==> src/rtl/codec_pwrup_pkg.sv <==
package codec_pwrup_pkg;

   localparam int REG_AW = 8;
   localparam int REG_DW = 8;

   typedef struct packed {
      logic [REG_AW-1:0] addr;
      logic [REG_DW-1:0] data;
   } reg_wr_t;

   localparam int REG_WR_W = $bits(reg_wr_t);

   typedef enum logic [2:0] {
      SEQ_RST_HOLD   = 3'd0,
      SEQ_PDN_SET    = 3'd1,
      SEQ_CFG_LOAD   = 3'd2,
      SEQ_MCLK_ON    = 3'd3,
      SEQ_PDN_CLR    = 3'd4,
      SEQ_AIF_SETTLE = 3'd5,
      SEQ_READY      = 3'd6,
      SEQ_FAULT      = 3'd7
   } seq_state_e;

endpackage

==> src/rtl/pwrup_delay_timer.sv <==
module pwrup_delay_timer #(
   parameter int unsigned MAX_CYCLES = 1000,
   parameter int unsigned RESET_VAL  = MAX_CYCLES,
   parameter int unsigned CNT_W      = $clog2(MAX_CYCLES + 1)
) (
   input  logic             clk,
   input  logic             rst_n,
   input  logic             load,
   input  logic [CNT_W-1:0] load_val,
   output logic             expired
);

   logic [CNT_W-1:0] cnt_q;

   initial begin : chk_params
      if (RESET_VAL > MAX_CYCLES) $fatal(1, "timer reset value exceeds its range");
   end

   always_ff @(posedge clk or negedge rst_n) begin
      if (!rst_n) begin
         cnt_q <= CNT_W'(RESET_VAL);
      end else if (load) begin
         cnt_q <= load_val;
      end else if (cnt_q != '0) begin
         cnt_q <= cnt_q - 1'b1;
      end
   end

   assign expired = (cnt_q == '0);

endmodule

==> src/rtl/pwrup_frame_counter.sv <==
module pwrup_frame_counter #(
   parameter int unsigned SYNC_STAGES = 2,
   parameter int unsigned FRAMES      = 2000,
   parameter int unsigned CNT_W       = $clog2(FRAMES + 1)
) (
   input  logic clk,
   input  logic rst_n,
   input  logic enable,
   input  logic frame_clk,
   output logic reached
);

   logic [SYNC_STAGES-1:0] sync_q;
   logic                   prev_q;
   logic                   rise;
   logic [CNT_W-1:0]       cnt_q;

   initial begin : chk_params
      if (SYNC_STAGES < 2) $fatal(1, "frame clock needs at least two sync stages");
      if (FRAMES < 1)      $fatal(1, "settle frame count must be at least one");
   end

   generate
      for (genvar s = 0; s < SYNC_STAGES; s++) begin : g_sync
         if (s == 0) begin : g_first
            always_ff @(posedge clk or negedge rst_n) begin
               if (!rst_n) sync_q[s] <= 1'b0;
               else        sync_q[s] <= frame_clk;
            end
         end else begin : g_next
            always_ff @(posedge clk or negedge rst_n) begin
               if (!rst_n) sync_q[s] <= 1'b0;
               else        sync_q[s] <= sync_q[s-1];
            end
         end
      end
   endgenerate

   always_ff @(posedge clk or negedge rst_n) begin
      if (!rst_n) prev_q <= 1'b0;
      else        prev_q <= sync_q[SYNC_STAGES-1];
   end

   assign rise = sync_q[SYNC_STAGES-1] & ~prev_q;

   always_ff @(posedge clk or negedge rst_n) begin
      if (!rst_n) begin
         cnt_q <= '0;
      end else if (!enable) begin
         cnt_q <= '0;
      end else if (rise && (cnt_q != CNT_W'(FRAMES))) begin
         cnt_q <= cnt_q + 1'b1;
      end
   end

   assign reached = (cnt_q == CNT_W'(FRAMES));

endmodule

==> src/rtl/pwrup_cfg_rom.sv <==
module pwrup_cfg_rom
   import codec_pwrup_pkg::*;
#(
   parameter int unsigned                     COUNT = 4,
   parameter logic [COUNT*REG_WR_W-1:0]       TABLE = '0,
   parameter int unsigned                     IDX_W = (COUNT > 1) ? $clog2(COUNT) : 1
) (
   input  logic [IDX_W-1:0] idx,
   output reg_wr_t          entry
);

   reg_wr_t rom [COUNT];

   generate
      for (genvar i = 0; i < COUNT; i++) begin : g_entry
         assign rom[i] = TABLE[i*REG_WR_W +: REG_WR_W];
      end
   endgenerate

   always_comb begin
      entry = rom[0];
      for (int i = 0; i < COUNT; i++) begin
         if (idx == IDX_W'(i)) entry = rom[i];
      end
   end

endmodule

==> src/rtl/codec_pwrup_seq.sv <==
module codec_pwrup_seq
   import codec_pwrup_pkg::*;
#(
   parameter int unsigned                   RST_MIN_CYCLES = 1000,
   parameter int unsigned                   STEP_CYCLES    = 100,
   parameter int unsigned                   SETTLE_FRAMES  = 2000,
   parameter int unsigned                   MAX_RETRIES    = 3,
   parameter int unsigned                   SYNC_STAGES    = 2,
   parameter logic [REG_AW-1:0]             PWR_REG_ADDR   = 8'h02,
   parameter int unsigned                   PDN_BIT        = 0,
   parameter int unsigned                   CFG_COUNT      = 4,
   parameter logic [CFG_COUNT*REG_WR_W-1:0] CFG_TABLE      =
      {16'h0A_00, 16'h09_00, 16'h06_10, 16'h03_A1}
) (
   input  logic              clk,
   input  logic              rst_n,
   input  logic              supply_ok,
   output logic              codec_rst_n,
   output logic              cmd_valid,
   output logic [REG_AW-1:0] cmd_addr,
   output logic [REG_DW-1:0] cmd_data,
   input  logic              cmd_done,
   input  logic              cmd_nack,
   output logic              mclk_en,
   output logic              aif_en,
   input  logic              frame_clk,
   output logic              ready,
   output logic              err_flag
);

   localparam int unsigned TMR_MAX = (RST_MIN_CYCLES > STEP_CYCLES) ? RST_MIN_CYCLES : STEP_CYCLES;
   localparam int unsigned TMR_W   = $clog2(TMR_MAX + 1);
   localparam int unsigned CFG_IW  = (CFG_COUNT > 1) ? $clog2(CFG_COUNT) : 1;
   localparam int unsigned RTY_W   = $clog2(MAX_RETRIES + 1);
   localparam logic [CFG_IW-1:0] CFG_LAST  = CFG_IW'(CFG_COUNT - 1);
   localparam logic [REG_DW-1:0] PDN_MASK  = REG_DW'(1) << PDN_BIT;

   initial begin : chk_params
      if (RST_MIN_CYCLES < 1) $fatal(1, "reset hold must be at least one cycle");
      if (STEP_CYCLES < 1)    $fatal(1, "step delay must be at least one cycle");
      if (MAX_RETRIES < 1)    $fatal(1, "retry budget must be at least one");
      if (CFG_COUNT < 1)      $fatal(1, "configuration table must not be empty");
      if (PDN_BIT >= REG_DW)  $fatal(1, "power-down bit outside the data byte");
      for (int i = 0; i < CFG_COUNT; i++) begin
         if (CFG_TABLE[i*REG_WR_W+REG_DW +: REG_AW] == PWR_REG_ADDR)
            $fatal(1, "configuration table must not address the power register");
      end
   end

   seq_state_e        state_q;
   logic              wr_busy_q;
   logic [CFG_IW-1:0] cfg_idx_q;
   logic [RTY_W-1:0]  retry_q;
   logic              err_q;

   logic              tmr_load;
   logic [TMR_W-1:0]  tmr_val;
   logic              tmr_exp;
   logic              frames_done;
   logic              wr_state;
   logic              wr_ack;
   logic              wr_nak;
   reg_wr_t           rom_entry;
   reg_wr_t           cur_wr;

   pwrup_delay_timer #(
      .MAX_CYCLES (TMR_MAX),
      .RESET_VAL  (RST_MIN_CYCLES),
      .CNT_W      (TMR_W)
   ) u_timer (
      .clk      (clk),
      .rst_n    (rst_n),
      .load     (tmr_load),
      .load_val (tmr_val),
      .expired  (tmr_exp)
   );

   pwrup_frame_counter #(
      .SYNC_STAGES (SYNC_STAGES),
      .FRAMES      (SETTLE_FRAMES)
   ) u_frames (
      .clk       (clk),
      .rst_n     (rst_n),
      .enable    (state_q == SEQ_AIF_SETTLE),
      .frame_clk (frame_clk),
      .reached   (frames_done)
   );

   pwrup_cfg_rom #(
      .COUNT (CFG_COUNT),
      .TABLE (CFG_TABLE),
      .IDX_W (CFG_IW)
   ) u_rom (
      .idx   (cfg_idx_q),
      .entry (rom_entry)
   );

   assign wr_state = (state_q == SEQ_PDN_SET) || (state_q == SEQ_CFG_LOAD) ||
                     (state_q == SEQ_PDN_CLR);
   assign wr_ack   = wr_busy_q & cmd_done & ~cmd_nack;
   assign wr_nak   = wr_busy_q & cmd_done &  cmd_nack;

   always_comb begin
      tmr_load = !supply_ok || wr_ack || wr_nak ||
                 (tmr_exp && ((state_q == SEQ_RST_HOLD) || (state_q == SEQ_MCLK_ON)));
      tmr_val  = supply_ok ? TMR_W'(STEP_CYCLES) : TMR_W'(RST_MIN_CYCLES);
   end

   always_comb begin
      case (state_q)
         SEQ_PDN_SET: cur_wr = '{addr: PWR_REG_ADDR, data: PDN_MASK};
         SEQ_PDN_CLR: cur_wr = '{addr: PWR_REG_ADDR, data: '0};
         default:     cur_wr = rom_entry;
      endcase
   end

   always_ff @(posedge clk or negedge rst_n) begin
      if (!rst_n) begin
         state_q   <= SEQ_RST_HOLD;
         wr_busy_q <= 1'b0;
         cfg_idx_q <= '0;
         retry_q   <= '0;
         err_q     <= 1'b0;
      end else if (!supply_ok) begin
         state_q   <= SEQ_RST_HOLD;
         wr_busy_q <= 1'b0;
         cfg_idx_q <= '0;
         retry_q   <= '0;
      end else begin
         case (state_q)
            SEQ_RST_HOLD: begin
               if (tmr_exp) state_q <= SEQ_PDN_SET;
            end
            SEQ_PDN_SET, SEQ_CFG_LOAD, SEQ_PDN_CLR: begin
               if (!wr_busy_q && tmr_exp) begin
                  wr_busy_q <= 1'b1;
               end else if (wr_ack) begin
                  wr_busy_q <= 1'b0;
                  retry_q   <= '0;
                  case (state_q)
                     SEQ_PDN_SET:  state_q <= SEQ_CFG_LOAD;
                     SEQ_CFG_LOAD: begin
                        if (cfg_idx_q == CFG_LAST) state_q   <= SEQ_MCLK_ON;
                        else                       cfg_idx_q <= cfg_idx_q + 1'b1;
                     end
                     default:      state_q <= SEQ_AIF_SETTLE;
                  endcase
               end else if (wr_nak) begin
                  wr_busy_q <= 1'b0;
                  if (retry_q == RTY_W'(MAX_RETRIES)) begin
                     state_q <= SEQ_FAULT;
                     err_q   <= 1'b1;
                  end else begin
                     retry_q <= retry_q + 1'b1;
                  end
               end
            end
            SEQ_MCLK_ON: begin
               if (tmr_exp) state_q <= SEQ_PDN_CLR;
            end
            SEQ_AIF_SETTLE: begin
               if (frames_done) state_q <= SEQ_READY;
            end
            default: ;
         endcase
      end
   end

   assign codec_rst_n = (state_q != SEQ_RST_HOLD) && (state_q != SEQ_FAULT);
   assign cmd_valid   = wr_busy_q & wr_state;
   assign cmd_addr    = cur_wr.addr;
   assign cmd_data    = cur_wr.data;
   assign mclk_en     = (state_q == SEQ_MCLK_ON) || (state_q == SEQ_PDN_CLR) ||
                        (state_q == SEQ_AIF_SETTLE) || (state_q == SEQ_READY);
   assign aif_en      = (state_q == SEQ_AIF_SETTLE) || (state_q == SEQ_READY);
   assign ready       = (state_q == SEQ_READY);
   assign err_flag    = err_q;

endmodule

==> config.mk <==
export PLATFORM = sky130hd
export DESIGN_NAME = codec_pwrup_seq
export DESIGN_NICKNAME = d
export VERILOG_FILES = /design/src/rtl/codec_pwrup_pkg.sv /design/src/rtl/pwrup_delay_timer.sv /design/src/rtl/pwrup_frame_counter.sv /design/src/rtl/pwrup_cfg_rom.sv /design/src/rtl/codec_pwrup_seq.sv
export SDC_FILE = /design/constraint.sdc
export NUM_CORES = 1
export LEC_CHECK = 0
export BUFFER_PORTS_ARGS = -buffer_cell sky130_fd_sc_hd__buf_2
export CAP_MARGIN = 20
export CORE_MARGIN = 2
export CORE_UTILIZATION = 58
export CTS_CLUSTER_SIZE = 12
export DETAILED_ROUTE_END_ITERATION = 7
export PLACE_DENSITY = 0.77
export SLEW_MARGIN = 20
export SYNTH_ARGS = -nofsm -noshare
export SYNTH_HDL_FRONTEND = slang
export SYNTH_HIERARCHICAL = 1
export SYNTH_SLANG_ARGS = --single-unit
==> constraint.sdc <==
create_clock -name clk -period 3.2 [get_ports clk]
set_clock_uncertainty 0.2 [all_clocks]
set_input_delay 0.32 -clock clk [delete_from_list [all_inputs] [get_ports clk]]
set_output_delay 0.32 -clock clk [all_outputs]
set_load 0.05 [all_outputs]
== After elaboration in Yosys (flattened, before gate mapping) ==
Cells that the tools add are included.

* Bits of input ports: 6
* Bits in registers: 33
* Word-level logic and storage cells: 117
* Output and inout port bits: 22

* Reductions and logical operators: 27
* Multiplexer cells: 37
* Eq/ne operators: 30
* Bitwise logic cells: 9
* $add $sub $neg: 4

{| class="wikitable"
|+ Operators with widths
! operator !! count
|-
| $mux 11 || 3
|-
| $pmux 16 s2 || 1
|-
| $mux 10 || 3
|-
| $mux 3 || 9
|-
| $mux 12 || 2
|-
| $mux 2 || 12
|-
| $ne 3x3->1 const B || 6
|-
| $pmux 3 s4 || 1
|-
| $add 11x1->11 const B || 1
|-
| $eq 11x11->1 const B || 1
|-
| $ne 11x11->1 const B || 1
|-
| $logic_not 10->1 || 1
|-
| $logic_or 1x1->1 || 10
|-
| $reduce_bool 10->1 || 1
|-
| $sub 10x1->10 const B || 1
|-
| $eq 3x3->1 const B || 3
|-
| $ne 4x4->1 const B || 2
|-
| $reduce_and 8->1 || 1
|-
| $eq 2x2->1 const B || 3
|-
| $eq 3x2->1 const B || 2
|-
| $ne 2x1->1 const B || 3
|-
| $ne 2x2->1 const B || 3
|-
| $pmux 3 s2 || 1
|-
| $reduce_and 6->1 || 1
|-
| other kinds (19) || 35
|}

== Logic depth before layout (Yosys ltp) ==
* Depth after elaboration: 7
* Mapped depth: 12
* Depth with buffers taken out: 10

== Hierarchy ==
Netlist, hierarchy kept.

{| class="wikitable"
|+ By module, submodules not included
! module !! times used !! sequential area each (um2) !! cells an instance !! area each (um2)
|-
| codec_pwrup_seq || 1 || 225.2 || 104 || 824.5
|-
| pwrup_frame_counter || 1 || 350.3 || 77 || 767.0
|-
| pwrup_delay_timer || 1 || 257.7 || 67 || 601.8
|-
| pwrup_cfg_rom || 1 || 0.0 || 17 || 110.1
|}

== Least setup slack after synthesis ==
No wires, ideal clock.

* Path kind: register to register
* Start point: reg u_timer.cnt_q[0]
* End point: reg u_timer.cnt_q[5]
* Buffers on the path: 2
* Data required time: 2.911 ns
* Clock period less this slack: 2.421 ns
* Arrival time: 2.132 ns
* Stages on the path, launching flop included: 12
* Setup time: 0.089 ns
* Path slack: 0.779 ns
* Path through: dfrtp_1 -> inv_1 -> ha_1 -> nor2b_1 -> nand3_1 -> inv_1 -> inv_1 -> o311ai_1 -> clkbuf_1 -> inv_1 -> clkbuf_1 -> a211oi_1

* Word-level cells in the longest chain between the ends: 4
* Elaborated cells between the ends (all ways): 8
* Those cells by class: add/sub: 1; mux: 2; reduce/logical: 5

{| class="wikitable"
|+ RTL lines
! item !! line !! text
|-
| start, declared || pwrup_delay_timer.sv:13 || <nowiki>logic [CNT_W-1:0] cnt_q;</nowiki>
|-
| start signal, assigned || pwrup_delay_timer.sv:21 || <nowiki>cnt_q <= CNT_W'(RESET_VAL);</nowiki>
|-
| start signal, assigned || pwrup_delay_timer.sv:23 || <nowiki>cnt_q <= load_val;</nowiki>
|-
| start signal, assigned || pwrup_delay_timer.sv:25 || <nowiki>cnt_q <= cnt_q - 1'b1;</nowiki>
|-
| $logic_not 10->1 (*) || pwrup_delay_timer.sv:29 || <nowiki>assign expired = (cnt_q == '0);</nowiki>
|-
| net tmr_exp || codec_pwrup_seq.sv:58 || <nowiki>logic tmr_exp;</nowiki>
|-
| $logic_and 1x1->1 (*) || codec_pwrup_seq.sv:105 || <nowiki>(tmr_exp && ((state_q == SEQ_RST_HOLD) || (state_q == SEQ_MCLK_ON)));</nowiki>
|-
| $logic_or 1x1->1 (*) || codec_pwrup_seq.sv:104 || <nowiki>tmr_load = !supply_ok || wr_ack || wr_nak ||</nowiki>
|-
| net tmr_load || codec_pwrup_seq.sv:56 || <nowiki>logic tmr_load;</nowiki>
|-
| $mux 10 / $reduce_bool 2->1 (equally long branches) || -- ||
|}

The timed path passes the listed nets; every way through them passes the cells marked *. The select of a mux whose other input is x is not followed.
A chain may end at the register's enable or synchronous reset.

== Final worst setup path ==
* Start point: reg state_q[2]
* End point: out cmd_addr[1]

* Word-level cells in the longest chain between the ends: 2
* Elaborated cells between the ends (all ways): 3
* Those cells by class: eq/ne: 2; mux: 1

{| class="wikitable"
|+ RTL lines
! item !! line !! text
|-
| start, declared || codec_pwrup_seq.sv:50 || <nowiki>seq_state_e state_q;</nowiki>
|-
| start signal, assigned || codec_pwrup_seq.sv:119 || <nowiki>state_q <= SEQ_RST_HOLD;</nowiki>
|-
| start signal, assigned || codec_pwrup_seq.sv:125 || <nowiki>state_q <= SEQ_RST_HOLD;</nowiki>
|-
| start signal, assigned || codec_pwrup_seq.sv:132 || <nowiki>if (tmr_exp) state_q <= SEQ_PDN_SET;</nowiki>
|-
| $eq 3x3->1 / $eq 3x1->1 (equally long branches) || codec_pwrup_seq.sv:110 || <nowiki>case (state_q)</nowiki>
|-
| $pmux 16 s2 (*) || codec_pwrup_seq.sv:110 ||
|-
| end, declared || codec_pwrup_seq.sv:20 || <nowiki>output logic [REG_AW-1:0] cmd_addr,</nowiki>
|}

Mark *: on every way between the ends. The rest lies on a longest branch, timed or not.

==> summary.md <==
| Metric | Value |
|---|---|
| Outcome | `finished clean` |
| Measured slew at the worst slew-check pin | `between 0.9 and 1 ns` |
| Period utilization | `0.8502` |
| Hold/Removal Path Class | `in2reg` |
| Mapped Area | `around 2300 sq um` |
| Fraction of layout cells with a size suffix above 1 | `0.1449` |
| Crit-path max FO | `20` |
| Dpl hpwl | `roughly 3.0 mm` |
| Setup bufs post-CTS | `0` |
| Clk buf depth | `2` |
| Worst setup SP type | `flop` |
| Post-Synth XOR/XNOR Area | `0.03748` |
| Post-CTS sizing | `0` |
| Post-synthesis mux area share | `0.04400` |
| Via/cell ratio | `5.631` |
| Met3 GRT Util | `0.04392` |
| Async S/R FF share, synth | `1.000` |
| Dpl ws | `between 0.6 and 0.7 ns` |
| CTS buffer count | `5` |
| Synth cell types | `between 50 and 60` |
| Data arrival, critical path | `around 2.2 ns` |
| H-Tree Level Count | `2` |
| Initial DRT Pass Iterations | `4` |
| Sequential cell area | `~830 sq um` |
| Largest net degree at the start of global routing | `34` |
| Final setup vio count | `0` |
| First-pass GRT wire length | `around 7.5 mm` |
| Lkg Pwr | `between 1 and 1.5 nW` |
| Met2 Use GR | `0.3614` |
| Top_reg_cell synth | `dfrtp_1` |
| Starting Density | `0.6153` |
| Period minus WS final | `2.720 ns` |
| Met1 usage | `0.2814` |
| FP Rows | `22` |
| Nets@finish | `293` |
| Layout area overhead | `7.279%` |
| Port Buffers | `19` |
| Achievable frequency | `roughly 370 MHz` |
| Pwr Density | `between 400 and 500 nW/um^2` |
| Antenna viol nets, final | `0` |
| GRT Overall Usage | `0.2222` |
| Busiest grt layer | `met2` |
| Routability cong. | `around 0.8` |
| Die Wd | `67.02 um` |
| Multi-input combinational cell area | `1286 sq um` |
| Critical Path RT | `roughly 2.7 ns` |
| Routed wire per std cell | `between 10 and 15 um` |
| Final Worst Setup Slack | `roughly 0.48 ns` |
| #FFs+latches synth | `33` |
| Worst Path Class, Setup | `reg2out` |
| CTS tree | `built` |
| EDFF count, synth | `0` |
| Cell count after synthesis | `265` |
| Root Driver | `clkbuf_8` |
| Final Slew Violations | `0` |
| Vias in the first global route | `1714` |
| Die area | `roughly 4500 sq um` |
| Max VDD drop | `0.0003525 V` |
| Post-synthesis compound-gate area fraction | `0.1380` |
| N_diodes | `0` |
| DRC Markers | `0` |
| Simple-Gate Fraction of Synth Area | `0.2863` |
| RSZ-0062 raised after global routing | `no` |
| WL final | `approximately 4.3 mm` |
| DR iter-0 viols | `approximately 160` |
| Grt ovf | `0` |
| Crit. End Element | `primary output` |
| Syn avg cell area | `between 8 and 9 sq um` |
| Initial antenna violation count | `0` |
| Reg2Reg Setup Slack | `0.63 ns` |
| CTS sink count | `33` |
| Placeable Area | `~3700 sq um` |
| Sequential-to-total area share from yosys stat | `0.3618` |
| Max transition margin | `0.3618` |
| Final setup TNS | `0 ns` |
| Num ports | `28` |
| Post-synthesis adder-cell area fraction | `0.03150` |
| Filler cells | `around 320` |
| Clock transition at the registers of the reported paths | `0.07 ns` |
| Largest family of logic cells by synthesized area | `simple AND/OR/NAND/NOR gates` |
| Final hold viol count | `0` |
| Syn. warnings | `6` |
| Cts hold-fix bufs | `2` |
| Die height | `around 67 um` |
| Clock latency on the worst-skew pair | `between 0.2 and 0.3 ns` |
| Max-capacitance violation count | `0` |
| Vias | `around 1900` |
==> metrics by stage <==
step / area [sq um] / cells / hold slack (ns) / util / power, W
final: 2471 / 331 / 0.1344 / 0.6601 / 0.001142
after global routing: 2471 / 331 / 0.1517 / 0.6601 / 0.001207
after CTS: 2471 / 331 / 0.1252 / 0.6601 / 0.001154
after detailed placement: 2361 / 321 / 0.1578 / 0.6307 / 0.0008215
after global placement: 2361 / 321 / 0.1621 / 0.6307 / 0.0008165
after floorplan: 2341 / 275 / -0.1756 / - / 0.0007813
==> per-layer routing <==
metal / wire length (um) / vias up
met4: 105 / 0
met1: 1978 / 881
li1: - / 935
met3: 163 / 11
met5: 0 / -
met2: 2055 / 37
==> cells in the mapped netlist, drive strengths merged, types with 2 or more instances <==
cell | count | share of area
mux2i | 9 | 0.039
nor3b | 2 | 0.0087
nor4 | 5 | 0.020
nand3 | 7 | 0.015
nand4 | 2 | 0.0054
nor3 | 4 | 0.0087
nor4bb | 2 | 0.0087
clkbuf | 5 | 0.0081
o311ai | 3 | 0.011
and2 | 3 | 0.0081
a211oi | 2 | 0.0065
buf | 18 | 0.057
nand4b | 2 | 0.0076
dfrtp | 27 | 0.29
nor2b | 19 | 0.052
o21ai | 13 | 0.028
nand2b | 5 | 0.014
nor2 | 20 | 0.033
a21oi | 11 | 0.024
o31ai | 3 | 0.0098
ha | 5 | 0.027
or4 | 6 | 0.020
o211ai | 4 | 0.013
xnor2 | 4 | 0.015
xor2 | 5 | 0.022
dfstp | 6 | 0.068
inv | 19 | 0.031
or3 | 2 | 0.0054
nand2 | 27 | 0.044
or4b | 3 | 0.016
or2 | 2 | 0.0054
conb | 3 | 0.0049
==> worst max-delay path: stages, from the launching register on <==
cell and delay [ns]:
dfrtp_1 0.71, xnor2_1 0.14, nor2_1 0.62, or2_1 0.18, buf_2 0.25
==> layout make-up <==
| cell class | instances | share of cell area |
|---|---|---|
| well taps | 48 | 0.02430 |
| multi-input cells | 200 | 0.5205 |
| inverters | 19 | 0.02886 |
| flip-flops and latches | 33 | 0.3372 |
| clock buffers | 8 | 0.03646 |
| repair buffers | 23 | 0.05266 |
==> final timing paths <==
kind,start,endpoint,cells past startpoint
min reg2reg,u_frames/sync_q[0],u_frames/sync_q[1],0
max reg2reg,u_timer/cnt_q[0],u_timer/cnt_q[1],10
max,state_q[2],cmd_addr[1],4
min in group asynchronous,rst_n,u_frames/cnt_q[7],2
min,cmd_nack,retry_q[1],3
max in group asynchronous,rst_n,state_q[0],2
==> power by group <==
| part | leakage [nW] | internal, W | total, W | switching (W) |
|---|---|---|---|---|
| Sequential | 0.425 | 0.000447 | 0.000488 | 0.0000408 |
| Combinational | 0.625 | 0.0000860 | 0.000329 | 0.000243 |
| Clock | 0.0455 | 0.000175 | 0.000325 | 0.000149 |
==> sequential cells by signal (all words and copies together) (netlist names) <==
signal,flops
u_frames/sync_q,2
wr_busy_q,1
cfg_idx_q,2
u_timer/cnt_q,10
retry_q,2
u_frames/prev_q,1
u_frames/cnt_q,11
state_q,3
err_flag,1
==> layout by cell type (no fill, tap or decap), drive strengths merged, types with 2 or more instances in the layout <==
cell and count:
nand2b 5, nor4 5, a211oi 2, o31ai 3
or4b 3, o211ai 4, buf 21, xor2 5
nor2 20, nand3 7, conb 13, dfstp 6
a21oi 11, xnor2 4, dfrtp 27, nor3 4
nand4 2, ha 5, o21ai 13, nor3b 2
or4 6, or3 2, nor4bb 2, nor2b 19
nand2 27, and2 3, inv 19, or2 2
dlygate4sd3 2, clkbuf 8, nand4b 2, mux2i 9
o311ai 3
==> kinds of logic (layout without fill, tap and decap cells) <==
family,after synthesis,in the layout
simple gates,115,115
compound gates,47,47
buf+inv,42,50
flops,33,33
mux,10,10
xor+xnor,9,9
fa+ha+maj,6,6
other cells,3,13
Note: power is estimated with default switching activity, not from simulation.
